File: src/rtl/amclk_pkg.sv
package amclk_pkg;

    localparam int unsigned DIV_W       = 6;
    localparam int unsigned FS_W        = 6;
    localparam int unsigned FRAME_SLOTS = 32;
    localparam int unsigned SLOT_SHIFT  = $clog2(FRAME_SLOTS);
    localparam int unsigned FR_W        = FS_W + SLOT_SHIFT;

    typedef enum logic [1:0] {
        ST_IDLE  = 2'd0,
        ST_RUN   = 2'd1,
        ST_DRAIN = 2'd2
    } amc_state_e;

    typedef struct packed {
        logic [DIV_W-1:0] div;
        logic [FS_W-1:0]  fs;
        logic             drive;
    } amc_cfg_t;

    // Last count of a frame: FRAME_SLOTS*(fs+1)-1.
    function automatic logic [FR_W-1:0] frame_last(input logic [FS_W-1:0] fs);
        logic [FR_W:0] n;
        n = (FR_W+1)'(fs) + (FR_W+1)'(1);
        n = (n << SLOT_SHIFT) - (FR_W+1)'(1);
        return n[FR_W-1:0];
    endfunction

    // Last count of a bit slot: (fs+1)/2-1 when fs+1 is even, else fs.
    function automatic logic [FS_W-1:0] bit_last(input logic [FS_W-1:0] fs);
        return fs[0] ? (fs >> 1) : fs;
    endfunction

endpackage

File: src/rtl/amclk_ctrl.sv
module amclk_ctrl
    import amclk_pkg::*;
(
    input  logic             clk,
    input  logic             rst,
    input  logic             start,
    input  logic             stop,
    input  logic [DIV_W-1:0] div_in,
    input  logic [FS_W-1:0]  fs_in,
    input  logic             drive_in,
    input  logic             period_end,
    output logic             run,
    output logic             run_nxt,
    output amc_cfg_t         cfg,
    output amc_cfg_t         cfg_nxt
);

    amc_state_e state_q, state_d;
    amc_cfg_t   cfg_q, cfg_d;

    always_comb begin
        state_d = state_q;
        cfg_d   = cfg_q;
        unique case (state_q)
            ST_IDLE: if (start) begin
                state_d = ST_RUN;
                cfg_d   = '{div: div_in, fs: fs_in, drive: drive_in};
            end
            ST_RUN: if (stop) state_d = period_end ? ST_IDLE : ST_DRAIN;
            ST_DRAIN: if (period_end) state_d = ST_IDLE;
            default: state_d = ST_IDLE;
        endcase
    end

    always_ff @(posedge clk) begin
        if (rst) begin
            state_q <= ST_IDLE;
            cfg_q   <= '0;
        end else begin
            state_q <= state_d;
            cfg_q   <= cfg_d;
        end
    end

    assign run     = (state_q != ST_IDLE);
    assign run_nxt = (state_d != ST_IDLE);
    assign cfg     = cfg_q;
    assign cfg_nxt = cfg_d;

    // the generator only leaves the running states at a period end
    p_stop_at_end_r7: assert property (@(posedge clk) disable iff (rst)
        run && !period_end |=> run);

    // captured settings hold for as long as the generator runs
    p_cfg_hold_r8: assert property (@(posedge clk) disable iff (rst)
        run |=> $stable(cfg_q));

endmodule

File: src/rtl/amclk_mdiv.sv
module amclk_mdiv
    import amclk_pkg::*;
(
    input  logic     clk,
    input  logic     rst,
    input  logic     run,
    input  logic     run_nxt,
    input  amc_cfg_t cfg,
    input  amc_cfg_t cfg_nxt,
    output logic     period_end,
    output logic     mclk_q
);

    logic [DIV_W-1:0] mc_q, mc_d;

    assign period_end = run && (mc_q == cfg.div);

    always_comb begin
        if (!run_nxt || !run || (mc_q == cfg.div))
            mc_d = '0;
        else
            mc_d = mc_q + DIV_W'(1);
    end

    always_ff @(posedge clk) begin
        if (rst) begin
            mc_q   <= '0;
            mclk_q <= 1'b0;
        end else begin
            mc_q   <= mc_d;
            mclk_q <= run_nxt && cfg_nxt.drive && (mc_d <= (cfg_nxt.div >> 1));
        end
    end

    // the period counter never passes the programmed ratio
    p_mc_bound_r2: assert property (@(posedge clk) disable iff (rst)
        run |-> mc_q <= cfg.div);

endmodule

File: src/rtl/amclk_fdiv.sv
module amclk_fdiv
    import amclk_pkg::*;
(
    input  logic     clk,
    input  logic     rst,
    input  logic     run,
    input  logic     run_nxt,
    input  amc_cfg_t cfg,
    output logic     frame_q,
    output logic     bit_q
);

    logic [FR_W-1:0] fr_q, fr_d, flast;
    logic [FS_W-1:0] bt_q, bt_d, blast;

    assign flast = frame_last(cfg.fs);
    assign blast = bit_last(cfg.fs);

    always_comb begin
        if (!run_nxt || !run) begin
            fr_d = '0;
            bt_d = '0;
        end else begin
            fr_d = (fr_q == flast) ? '0 : fr_q + FR_W'(1);
            bt_d = (bt_q == blast || fr_q == flast) ? '0 : bt_q + FS_W'(1);
        end
    end

    always_ff @(posedge clk) begin
        if (rst) begin
            fr_q    <= '0;
            bt_q    <= '0;
            frame_q <= 1'b0;
            bit_q   <= 1'b0;
        end else begin
            fr_q    <= fr_d;
            bt_q    <= bt_d;
            frame_q <= run_nxt && (fr_d == '0);
            bit_q   <= run_nxt && (bt_d == '0);
        end
    end

    // frame position stays inside the programmed frame length
    p_fr_bound_r5: assert property (@(posedge clk) disable iff (rst)
        run |-> fr_q <= flast);

    // every frame start is also a bit-slot start
    p_frame_bit_r6: assert property (@(posedge clk) disable iff (rst)
        frame_q |-> bit_q);

endmodule

File: src/rtl/amclk_gen.sv
module amclk_gen
    import amclk_pkg::*;
(
    input  logic             clk,
    input  logic             rst,
    input  logic [DIV_W-1:0] mclk_div,
    input  logic [FS_W-1:0]  frame_ratio,
    input  logic             mclk_drive,
    input  logic             clk_start,
    input  logic             clk_stop,
    output logic             mclk_out,
    output logic             bit_tick,
    output logic             frame_tick
);

    logic     run, run_nxt, period_end;
    amc_cfg_t cfg, cfg_nxt;

    amclk_ctrl u_ctrl (
        .clk        (clk),
        .rst        (rst),
        .start      (clk_start),
        .stop       (clk_stop),
        .div_in     (mclk_div),
        .fs_in      (frame_ratio),
        .drive_in   (mclk_drive),
        .period_end (period_end),
        .run        (run),
        .run_nxt    (run_nxt),
        .cfg        (cfg),
        .cfg_nxt    (cfg_nxt)
    );

    amclk_mdiv u_mdiv (
        .clk        (clk),
        .rst        (rst),
        .run        (run),
        .run_nxt    (run_nxt),
        .cfg        (cfg),
        .cfg_nxt    (cfg_nxt),
        .period_end (period_end),
        .mclk_q     (mclk_out)
    );

    amclk_fdiv u_fdiv (
        .clk     (clk),
        .rst     (rst),
        .run     (run),
        .run_nxt (run_nxt),
        .cfg     (cfg),
        .frame_q (frame_tick),
        .bit_q   (bit_tick)
    );

    // a stopped generator drives nothing
    p_idle_quiet_r1: assert property (@(posedge clk) disable iff (rst)
        !run |-> !mclk_out && !bit_tick && !frame_tick);

    // master clock only toggles when the captured drive bit allows it
    p_mclk_gated_r3: assert property (@(posedge clk) disable iff (rst)
        mclk_out |-> cfg.drive);

endmodule

File: config.mk
export PLATFORM = sky130hd
export DESIGN_NAME = amclk_gen
export DESIGN_NICKNAME = d
export VERILOG_FILES = /design/src/rtl/amclk_pkg.sv /design/src/rtl/amclk_ctrl.sv /design/src/rtl/amclk_mdiv.sv /design/src/rtl/amclk_fdiv.sv /design/src/rtl/amclk_gen.sv
export SDC_FILE = /design/constraint.sdc
export NUM_CORES = 1
export LEC_CHECK = 0
export CELL_PAD_IN_SITES_DETAIL_PLACEMENT = 0
export CELL_PAD_IN_SITES_GLOBAL_PLACEMENT = 1
export CORE_MARGIN = 2
export CORE_UTILIZATION = 25
export CTS_BUF_LIST = sky130_fd_sc_hd__clkbuf_4 sky130_fd_sc_hd__clkbuf_8 sky130_fd_sc_hd__clkbuf_16
export CTS_CLUSTER_SIZE = 20
export DETAILED_ROUTE_END_ITERATION = 10
export PLACE_DENSITY = 0.51
export SYNTH_ARGS = -nofsm -noshare
export SYNTH_HDL_FRONTEND = slang
export SYNTH_SLANG_ARGS = --single-unit
File: constraint.sdc
create_clock -name clk -period 3.2 [get_ports clk]
set_clock_uncertainty 0.2 [all_clocks]
set_input_delay 0.32 -clock clk [delete_from_list [all_inputs] [get_ports clk]]
set_output_delay 0.32 -clock clk [all_outputs]
set_load 0.02 [all_outputs]
==> results of run 1 <==
==> layout by cell type, fill, tap and decap left out, types with 2 or more instances in the layout <==
master and instances:
and3_1 6, dfxtp_1 41, and4_1 3, nand3_1 16, mux2i_1 8, clkdlybuf4s50_1 19, buf_4 4, o211ai_1 2
xnor2_1 22, ha_1 9, o21ai_0 6, a21oi_1 16, nand4_1 5, inv_1 9, or3_1 3, or2_2 5
nand2b_1 3, o2111ai_1 2, nor3_1 2, nor2b_1 3, a31oi_1 2, nand2_1 33, clkbuf_8 5, xor2_1 17
nand3b_1 2, nor2_1 38
==> power groups by stage <==
stage	Clock (W)	Sequential, W	Combinational [W]
3_3_place_gp	0	0.000566	0.000188
4_1_cts	0.000366	0.000554	0.000188
2_1_floorplan	0	0.000559	0.000125
3_5_place_dp	0	0.000566	0.000186
5_1_grt	0.000384	0.000558	0.000209
6_report	0.000344	0.000554	0.000185
==> critical path: stages (launching register included) <==
cell	delay (ps)
dfxtp_1	440
xnor2_1	140
nand4_1	140
or2_2	330
nand2_1	150
nor2_1	70
ha_1	280
nor2b_1	130
o21a_1	160
o21ai_0	140
nand2b_1	70
a21oi_1	150
o221a_2	190
==> per-stage QoR <==
step           total power, W  instances  area (um2)  setup slack (ps)
2_1_floorplan        0.000684        294        2370               636
3_3_place_gp         0.000754        426        2670               525
3_5_place_dp         0.000752        426        2670               499
4_1_cts               0.00111        433        2760               549
5_1_grt               0.00115        433        2760               337
6_report              0.00108        433        2760               554
==> worst max-delay path by stage <==
stage | to | slack, ps | cells after the start
after floorplan | u_mdiv.mclk_q$_SDFF_PP0_ | 640 | 12
after global placement | u_mdiv.mclk_q$_SDFF_PP0_ | 520 | 10
final | u_mdiv.mclk_q$_SDFF_PP0_ | 550 | 12
after detailed placement | u_mdiv.mclk_q$_SDFF_PP0_ | 500 | 10
after CTS | u_mdiv.mclk_q$_SDFF_PP0_ | 550 | 12
after global routing | u_mdiv.mclk_q$_SDFF_PP0_ | 340 | 12
==> routing by layer <==
metal  vias to the layer above  track usage  share of wire
li1                       1030            -              -
met1                       849        0.164           0.53
met2                        23        0.190           0.43
met3                         2       0.0248          0.025
met4                         0       0.0281         0.0068
met5                         -            0              0
==> sequential cells by signal, indices dropped and copies added (netlist names) <==
signal	count
u_fdiv.fr_q	11
u_fdiv.bit_q	1
u_mdiv.mclk_q	1
u_ctrl.cfg	13
u_fdiv.frame_q	1
u_ctrl.state_q	2
u_mdiv.mc_q	6
u_fdiv.bt_q	6
==> logic make-up (layout without fill, tap and decap cells) <==
group	after synthesis	count (layout)	synth area share
DFF	41	41	0.346
AOI/OAI and AO/OA	44	44	0.129
xor gates and xnor gates	39	39	0.144
and+or+nand+nor	124	124	0.250
adders and majority gates	9	9	0.0474
muxes	8	8	0.0337
buffers and inverters	29	39	0.0506
==> area by class of cell <==
cell class                      count  area (um2)
Inverter                            9        33.8
Timing Repair Buffer               23         220
Fill cell                         980        6480
Clock buffer                        6        76.3
Sequential cell                    41         821
Tap cell                          129         161
Clock inverter                      1        8.76
Multi-Input combinational cell    224        1430
==> impl_metrics.yaml, run 1 <==
sta:
  final_cycle_utilization_of_the_critical_path: 0.827
  tightestPinTransition_ps: 457
  grt_setup_unrepaired: "no"
  timing.fmax_ghz: 0.378
  finalCriticalPeriod_ps: 2650
  hold-worst-slack_ps: 262
  setup_total_negative_slack_ps: 0
  setup-violations-final: 0
  max-slew-margin-rel: 0.693
  maxSlewViolCount: 0
  final_hold_viols: 0
cts:
  htreeDepth: 2
  clkSinkCount: 41
  cts-buffers-inserted: 5
  register_clock_pin_slew_on_the_reported_worst_setup_and_hold_paths_ps: 80
  worstSkewPairLatency_ps: 290
  post-cts-setup-buffers: 0
  clockRootBuffer: "clkbuf_8"
  postCtsHoldBufs: 0
  ctsLongestPathBuffers: 2
  cts_tree: "done"
  cts.repair.resized: 0
synth:
  yosys.cell_count.top_type: "dfxtp_1"
  synthesis.area_per_instance_um2: 8.08
  synth_top_area_frac: 0.346
  largest_area_contributor_in_the_netlist: "dfxtp_1"
  ys_types: 47
  top_cells_by_area_in_the_synthesized_netlist: "dfxtp_1, xnor2_1, xor2_1, nor2_1, nand2_1"
  synth-edff-count: 0
  commonest_register_cell_after_synthesis: "dfxtp_1"
  syn_area_mm2: 0.00237
  yosys_register_bits: 41
  synth_warnings: 0
  synthArstFlopShare: 0
  synth_commonest_cells: "dfxtp_1, nor2_1, nand2_1, xnor2_1, xor2_1"
  syn_inst: 294
  synth.net_count: 320
  synth.yosys.seq_area_share: 0.346
routing:
  via_per_inst: 4.40
  routedWlPerCell_um: 13.0
  count_of_vias_placed_by_the_detailed_router: 1904
  route.detailed.drc: 0
  wl_um: 5620
  drt.antenna.violating_nets: 0
  detailedRoute.firstIterationViolations: 67
  firstDrtPassIters: 6
setup_path:
  cp.arrival_ps: 2680
  critPathLaunch: "u_mdiv.mc_q[0]$_SDFF_PP0_"
  r2r_start: "u_mdiv.mc_q[0]$_SDFF_PP0_"
  worst_setup_slack_for_register_to_register_paths_ps: 550
  crit_path_category: "reg -> reg"
  r2r_cells: 12
  reg_to_reg_endpoint: "u_mdiv.mclk_q$_SDFF_PP0_"
  crit_path_end_kind: "flip-flop"
  critical_path_required_ps: 3240
  critical_path.startpoint_type: "flip-flop"
  critPathMaxFanout: 6
floorplan:
  core_footprint_mm2: 0.00924
  die_height_um: 101
  initial_core_util: 0.257
  die_w_um: 101
  dieArea_mm2: 0.0103
  placement_rows: 35
  num_io_pins: 20
min_path:
  timing.hold.worst.start: "u_fdiv.fr_q[0]$_SDFF_PP0_"
  timing.hold.worst.class: "reg -> reg"
  endpoint_of_the_worst_hold_path: "u_fdiv.fr_q[0]$_SDFF_PP0_"
  worstHoldPathCells: 1
global_route:
  grt_pass1_wl_um: 9670
  antenna_violations_before_repair: 0
  grt-ovfl-total: 0
  gr-usage-all-layers: 0.118
  grt_pass1_vias: 1967
  grt_start_max_net_pins: 20
power_and_ir_drop:
  share_clk_of_total_power: 0.318
  max-vdd-ir-drop_v: 0.000156
  power_density_mw_per_mm2: 393
  power.share.switching: 0.282
  netSwitchingPower_w: 0.000305
  power.internal_w: 0.000777
  power.share.sequential: 0.511
  comb_power_share: 0.171
  cellLeakagePower_nw: 1.00
final_layout:
  antenna_cells: 0
  utilization: 0.298
  synthToLayoutAreaGrowth_pct: 16.0
  final_layout_size_suffix_gt1_frac: 0.0625
  fin_nets: 330
place:
  dpl.hpwl_um: 4220
  finalWeightedCongestion: 0.752
  portBuffers: 19
run_status:
  outcome: "completed"
flow_run:
  max-cap-violations: 0
Power figures use the tool's default switching activity.
==> run 2: changes to the inputs <==
==> constraint.sdc (replaced) <==
create_clock -name clk -period 2.76 [get_ports clk]
set_clock_uncertainty 0.2 [all_clocks]
set_input_delay 0.276 -clock clk [delete_from_list [all_inputs] [get_ports clk]]
set_output_delay 0.276 -clock clk [all_outputs]
set_load 0.02 [all_outputs]
==> run 2 against run 1 <==
Effect of this change:
- global-route usage is 0.13 points higher
- wire length is 1.2% lower
- worst setup slack worse by 350 ps
- combinational power is 24% higher
- clock-buffer cell count stayed put
- power is 29% higher
- flip-flop and latch count stayed put
- critical endpoint unchanged
- largest cell class unchanged
==> impl_metrics.yaml, run 2 (synthesis gave the netlist of run 1 again) <==
routing:
  wl_met1_um: 2870
  wl_met3_um: 149
  top_layer: "met4"
  wl_um: 5560
  count_of_vias_placed_by_the_detailed_router: 1979
  met2RoutedLength_um: 2450
  via_per_inst: 4.50
  drt.antenna.violating_nets: 0
  detailedRoute.firstIterationViolations: 72
  route.detailed.drc: 0
  routedWlPerCell_um: 12.6
  firstDrtPassIters: 4
final_layout:
  final_layout_size_suffix_gt1_frac: 0.0868
  mostFrequentLayoutCell: "dfxtp_1"
  most-common-layout-cells: "dfxtp_1, nor2_1, nand2_1"
  synthToLayoutAreaGrowth_pct: 20.0
  final_cells: 440
  largest_register_ff_count: 13
  post_route_standard_cell_area_excluding_fillers_mm2: 0.00285
  fin_nets: 336
  antenna_cells: 0
sta:
  finalCriticalPeriod_ps: 2560
  final_hold_viols: 0
  setup_total_negative_slack_ps: 0
  setup-violations-final: 0
  maxSlewViolCount: 0
  max-slew-margin-rel: 0.725
  final_cycle_utilization_of_the_critical_path: 0.928
  timing.fmax_ghz: 0.391
  tightestPinTransition_ps: 402
  grt_setup_unrepaired: "no"
  hold-worst-slack_ps: 266
  worst_slack_ps: 199
cts:
  cts_tree: "done"
  clockRootBuffer: "clkbuf_8"
  register_clock_pin_slew_on_the_reported_worst_setup_and_hold_paths_ps: 90
  clkSinkCount: 41
  worstSkewPairLatency_ps: 300
  post-cts-setup-buffers: 0
  ctsLongestPathBuffers: 2
  htreeDepth: 2
  cts-buffers-inserted: 5
place:
  cell_area_placed_mm2: 0.00273
  post-place-ws_ps: 99.9
  dpl.hpwl_um: 4240
  portBuffers: 19
  place.detailed.instances: 432
  finalWeightedCongestion: 0.764
power_and_ir_drop:
  cellLeakagePower_nw: 1.05
  power_density_mw_per_mm2: 490
  max-vdd-ir-drop_v: 0.000200
floorplan:
  initial_core_util: 0.257
  dieArea_mm2: 0.0103
  num_io_pins: 20
  die_w_um: 101
  die_height_um: 101
  core_footprint_mm2: 0.00924
  placement_rows: 35
setup_path:
  critPathLaunch: "u_mdiv.mc_q[3]$_SDFF_PP0_"
  critical_path_required_ps: 2810
  r2r_start: "u_mdiv.mc_q[3]$_SDFF_PP0_"
  cp.arrival_ps: 2610
  critical_path.startpoint_type: "flip-flop"
  critPathMaxFanout: 4
  crit_path_category: "reg -> reg"
  crit_path_end_kind: "flip-flop"
min_path:
  timing.hold.worst.start: "u_ctrl.cfg[0]$_SDFF_PP0_"
  timing.hold.worst.class: "reg -> reg"
global_route:
  grt-ovfl-total: 0
  grt_start_max_net_pins: 15
  gr-usage-all-layers: 0.120
  antenna_violations_before_repair: 0
  grt_pass1_vias: 1973
  grt_pass1_wl_um: 9660
run_status:
  outcome: "completed"
flow_run:
  max-cap-violations: 0
[run 2: what timing repair did]
action / 4_1_cts / 5_1_grt
hold buffers: 0 / 0
gates resized for setup: 0 / 1
endpoints found under the setup margin: 0 / 1
[run 2: metal layers]
layer  up-vias  global-route usage
li1       1043                   -
met5         -                   0
met4         0              0.0374
met3         7              0.0255
met1       905               0.165
met2        24               0.187
[run 2: metrics by stage]
stage,util,total power [W]
after global placement,0.295,0.000889
after CTS,0.308,0.00142
after detailed placement,0.295,0.000887
final,0.308,0.00140
after floorplan,-,0.000793
after global routing,0.308,0.00148
[run 2: layout make-up]
cell class              instances  area (um2)
fillers                      1025        6390
multi-input cells             224        1430
flip-flops and latches         41         822
repair buffers                 29         278
well taps                     129         161
clock buffers                   6        82.6
clock inverters                 2        37.5
inverters                       9        33.8
[run 2: worst max-delay path, stage by stage, from the launching register on]
cell	delay, ps
dfxtp_1	420
xnor2_1	140
nand4_1	160
or2_2	330
nand2_1	100
nor2_1	50
ha_1	270
nor2b_1	140
o21a_1	150
o21ai_0	140
nand2b_1	70
a21oi_1	160
o221a_2	190
[run 2: worst paths after layout]
check / end / slack [ps] / cells past startpoint
hold / removal: u_ctrl.cfg[0]$_SDFF_PP0_ / 270 / 2
setup reg to reg: u_mdiv.mclk_q$_SDFF_PP0_ / 200 / 12
setup / recovery: u_mdiv.mclk_q$_SDFF_PP0_ / 200 / 12
hold reg to reg: u_ctrl.cfg[0]$_SDFF_PP0_ / 270 / 2
[run 2: report_power, final]
group | internal [W] | total [W] | leakage, nW | switching, W
logic | 0.000114 | 0.000230 | 0.656 | 0.000116
registers | 0.000614 | 0.000639 | 0.334 | 0.0000246
clock network | 0.000295 | 0.000528 | 0.0574 | 0.000233
==> run 3: changes to the inputs <==
--- a/config.mk
+++ b/config.mk
@@ -5,6 +5,7 @@
 export SDC_FILE = /design/constraint.sdc
 export NUM_CORES = 1
 export LEC_CHECK = 0
+export CAP_MARGIN = 20
 export CELL_PAD_IN_SITES_DETAIL_PLACEMENT = 0
 export CELL_PAD_IN_SITES_GLOBAL_PLACEMENT = 1
 export CORE_MARGIN = 2
@@ -13,6 +14,7 @@
 export CTS_CLUSTER_SIZE = 20
 export DETAILED_ROUTE_END_ITERATION = 10
 export PLACE_DENSITY = 0.51
+export REMOVE_ABC_BUFFERS = 1
 export SYNTH_ARGS = -nofsm -noshare
 export SYNTH_HDL_FRONTEND = slang
 export SYNTH_SLANG_ARGS = --single-unit
==> run 3 against run 2 <==
Effect of this change:
- clock-buffer cell count down 1
- first-iteration DRC count fell by 9.7%
- worst setup slack better by 28 ps
- global-route usage is 0.13 points lower
- via count did not move
- sequential share of layout area up 0.51 points
- final cell count did not move
- power shrank 7.9%
- non-clock buffer count unchanged
- clock power decreased by 21%
- critical path type unchanged
- critical endpoint is now u_fdiv.fr_q[10]$_SDFF_PP0_
==> impl_metrics.yaml, run 3 (synthesis gave the netlist of run 1 again) <==
power_and_ir_drop:
  power.share.switching: 0.295
  max-vdd-ir-drop_v: 0.000206
  share_clk_of_total_power: 0.326
  power.internal_w: 0.000907
  netSwitchingPower_w: 0.000380
  finalPower_w: 0.00129
  power.share.sequential: 0.497
  comb_power_share: 0.178
  power_density_mw_per_mm2: 457
  cellLeakagePower_nw: 1.03
final_layout:
  synthToLayoutAreaGrowth_pct: 18.4
  utilization: 0.304
  mostFrequentLayoutCell: "dfxtp_1"
  antenna_cells: 0
  multi_input_gate_area_mm2: 0.00144
  num-fill-cells: 985
  most-common-layout-cells: "dfxtp_1, nor2_1, nand2_1"
  fin_nets: 336
  final_layout_size_suffix_gt1_frac: 0.0900
  largest_register_ff_count: 13
  final_cells: 440
  area_of_all_sequential_standard_cells_um2: 826
global_route:
  grt-ovfl-total: 0
  grt_pass1_wl_um: 9600
  antenna_violations_before_repair: 0
  grt_start_max_net_pins: 15
  grt_pass1_vias: 1918
  gr-usage-all-layers: 0.118
cts:
  cts-buffers-inserted: 5
  postCtsHoldBufs: 0
  ctsLongestPathBuffers: 2
  clkSinkCount: 41
  worstSkewPairLatency_ps: 300
  register_clock_pin_slew_on_the_reported_worst_setup_and_hold_paths_ps: 90
  cts_tree: "done"
  clockRootBuffer: "clkbuf_8"
  htreeDepth: 2
sta:
  tightestPinTransition_ps: 447
  finalCriticalPeriod_ps: 2530
  final_hold_viols: 0
  timing.fmax_ghz: 0.395
  setup-violations-final: 0
  max-slew-margin-rel: 0.701
  setup_total_negative_slack_ps: 0
  maxSlewViolCount: 0
  final_cycle_utilization_of_the_critical_path: 0.918
  grt_setup_unrepaired: "no"
setup_path:
  critPathMaxFanout: 9
  critical_path.n_buffers_inverters: 0
  critical-path-max-stage-delay_ps: 390
  cp.depth: 7
  r2r_start: "u_ctrl.cfg[1]$_SDFFE_PP0P_"
  critPathLaunch: "u_ctrl.cfg[1]$_SDFFE_PP0P_"
  critical_path_required_ps: 2740
  worst_setup_slack_for_register_to_register_paths_ps: 230
  crit_path_end_kind: "flip-flop"
  critical_path.startpoint_type: "flip-flop"
  critPathSlowestCell: "a2111oi_2"
  critPathCapture: "u_fdiv.fr_q[10]$_SDFF_PP0_"
  cp.arrival_ps: 2510
  crit_path_cell_trace: "ha_1 > xor2_1 > or3_1 > a2111oi_2 > nand4b_1 > nand2_1 > nor2_1"
  reg_to_reg_endpoint: "u_fdiv.fr_q[10]$_SDFF_PP0_"
  r2r_cells: 7
  timing.critical_path.max_delay_family: "simple AND/OR/NAND/NOR gates"
  crit_path_category: "reg -> reg"
routing:
  drt.antenna.violating_nets: 0
  wl_um: 5590
  count_of_vias_placed_by_the_detailed_router: 1979
  via_per_inst: 4.50
  routedWlPerCell_um: 12.7
  detailedRoute.firstIterationViolations: 65
  route.detailed.drc: 0
  firstDrtPassIters: 4
floorplan:
  initial_core_util: 0.257
  die_height_um: 101
  core_footprint_mm2: 0.00924
  die_w_um: 101
  dieArea_mm2: 0.0103
  placement_rows: 35
  num_io_pins: 20
run_status:
  outcome: "completed"
place:
  place.detailed.instances: 432
  dpl.hpwl_um: 4290
  portBuffers: 19
  finalWeightedCongestion: 0.791
min_path:
  worstHoldPathCells: 2
  timing.hold.worst.class: "reg -> reg"
flow_run:
  max-cap-violations: 0
## run 3: through the flow
step / hold WS (ps) / cell area, um2 / setup slack, ps
final: 262 / 2810 / 227
after global routing: 299 / 2810 / 47.2
after CTS: 265 / 2810 / 172
after detailed placement: 252 / 2720 / 98.9
after global placement: 244 / 2720 / 101
after floorplan: 145 / 2290 / 333
## run 3: how the worst min path moves through the flow
stage | start | endpoint | slack (ps)
2_1_floorplan | rst | u_ctrl.cfg[0]$_SDFF_PP0_ | 150
3_3_place_gp | u_fdiv.fr_q[0]$_SDFF_PP0_ | u_fdiv.fr_q[0]$_SDFF_PP0_ | 240
3_5_place_dp | u_ctrl.cfg[0]$_SDFF_PP0_ | u_ctrl.cfg[0]$_SDFF_PP0_ | 250
4_1_cts | u_ctrl.cfg[0]$_SDFF_PP0_ | u_ctrl.cfg[0]$_SDFF_PP0_ | 270
5_1_grt | u_fdiv.fr_q[0]$_SDFF_PP0_ | u_fdiv.fr_q[0]$_SDFF_PP0_ | 300
6_report | u_ctrl.cfg[0]$_SDFF_PP0_ | u_ctrl.cfg[0]$_SDFF_PP0_ | 260
## run 3: power by group through the flow
stage               clock, W  sequential, W  combinational, W
CTS                 0.000447       0.000641          0.000229
global route        0.000467       0.000644          0.000259
detailed placement         0       0.000655          0.000227
global placement           0       0.000655          0.000228
floorplan                  0       0.000656          0.000128
finish              0.000419       0.000639          0.000228
## run 3: routing by layer
metal	up-vias	wire, um	track usage
met4	0	53	0.0281
li1	1039	-	-
met3	4	149	0.0255
met5	-	0	0
met1	910	2770	0.162
met2	26	2620	0.191
## run 3: cell type report
cell class,instances,share of cell area
Sequential cell,41,0.294
Inverter,9,0.0120
Clock buffer,5,0.0245
Tap cell,129,0.0574
Clock inverter,3,0.00756
Multi-Input combinational cell,224,0.511
Timing Repair Buffer,29,0.0943
## run 3: timing repair
action,in CTS,in global routing
gates resized for setup,0,5
endpoints found under the setup margin,0,1
buffers inserted,0,0
## run 3: worst register-to-register path, cell delays in order, from the launching register on
cell and delay [ps]:
dfxtp_1 330, ha_1 340, xor2_1 180, or3_1 330, a2111oi_2 390, nand4b_1 210
nand2_1 330, nor2_1 100
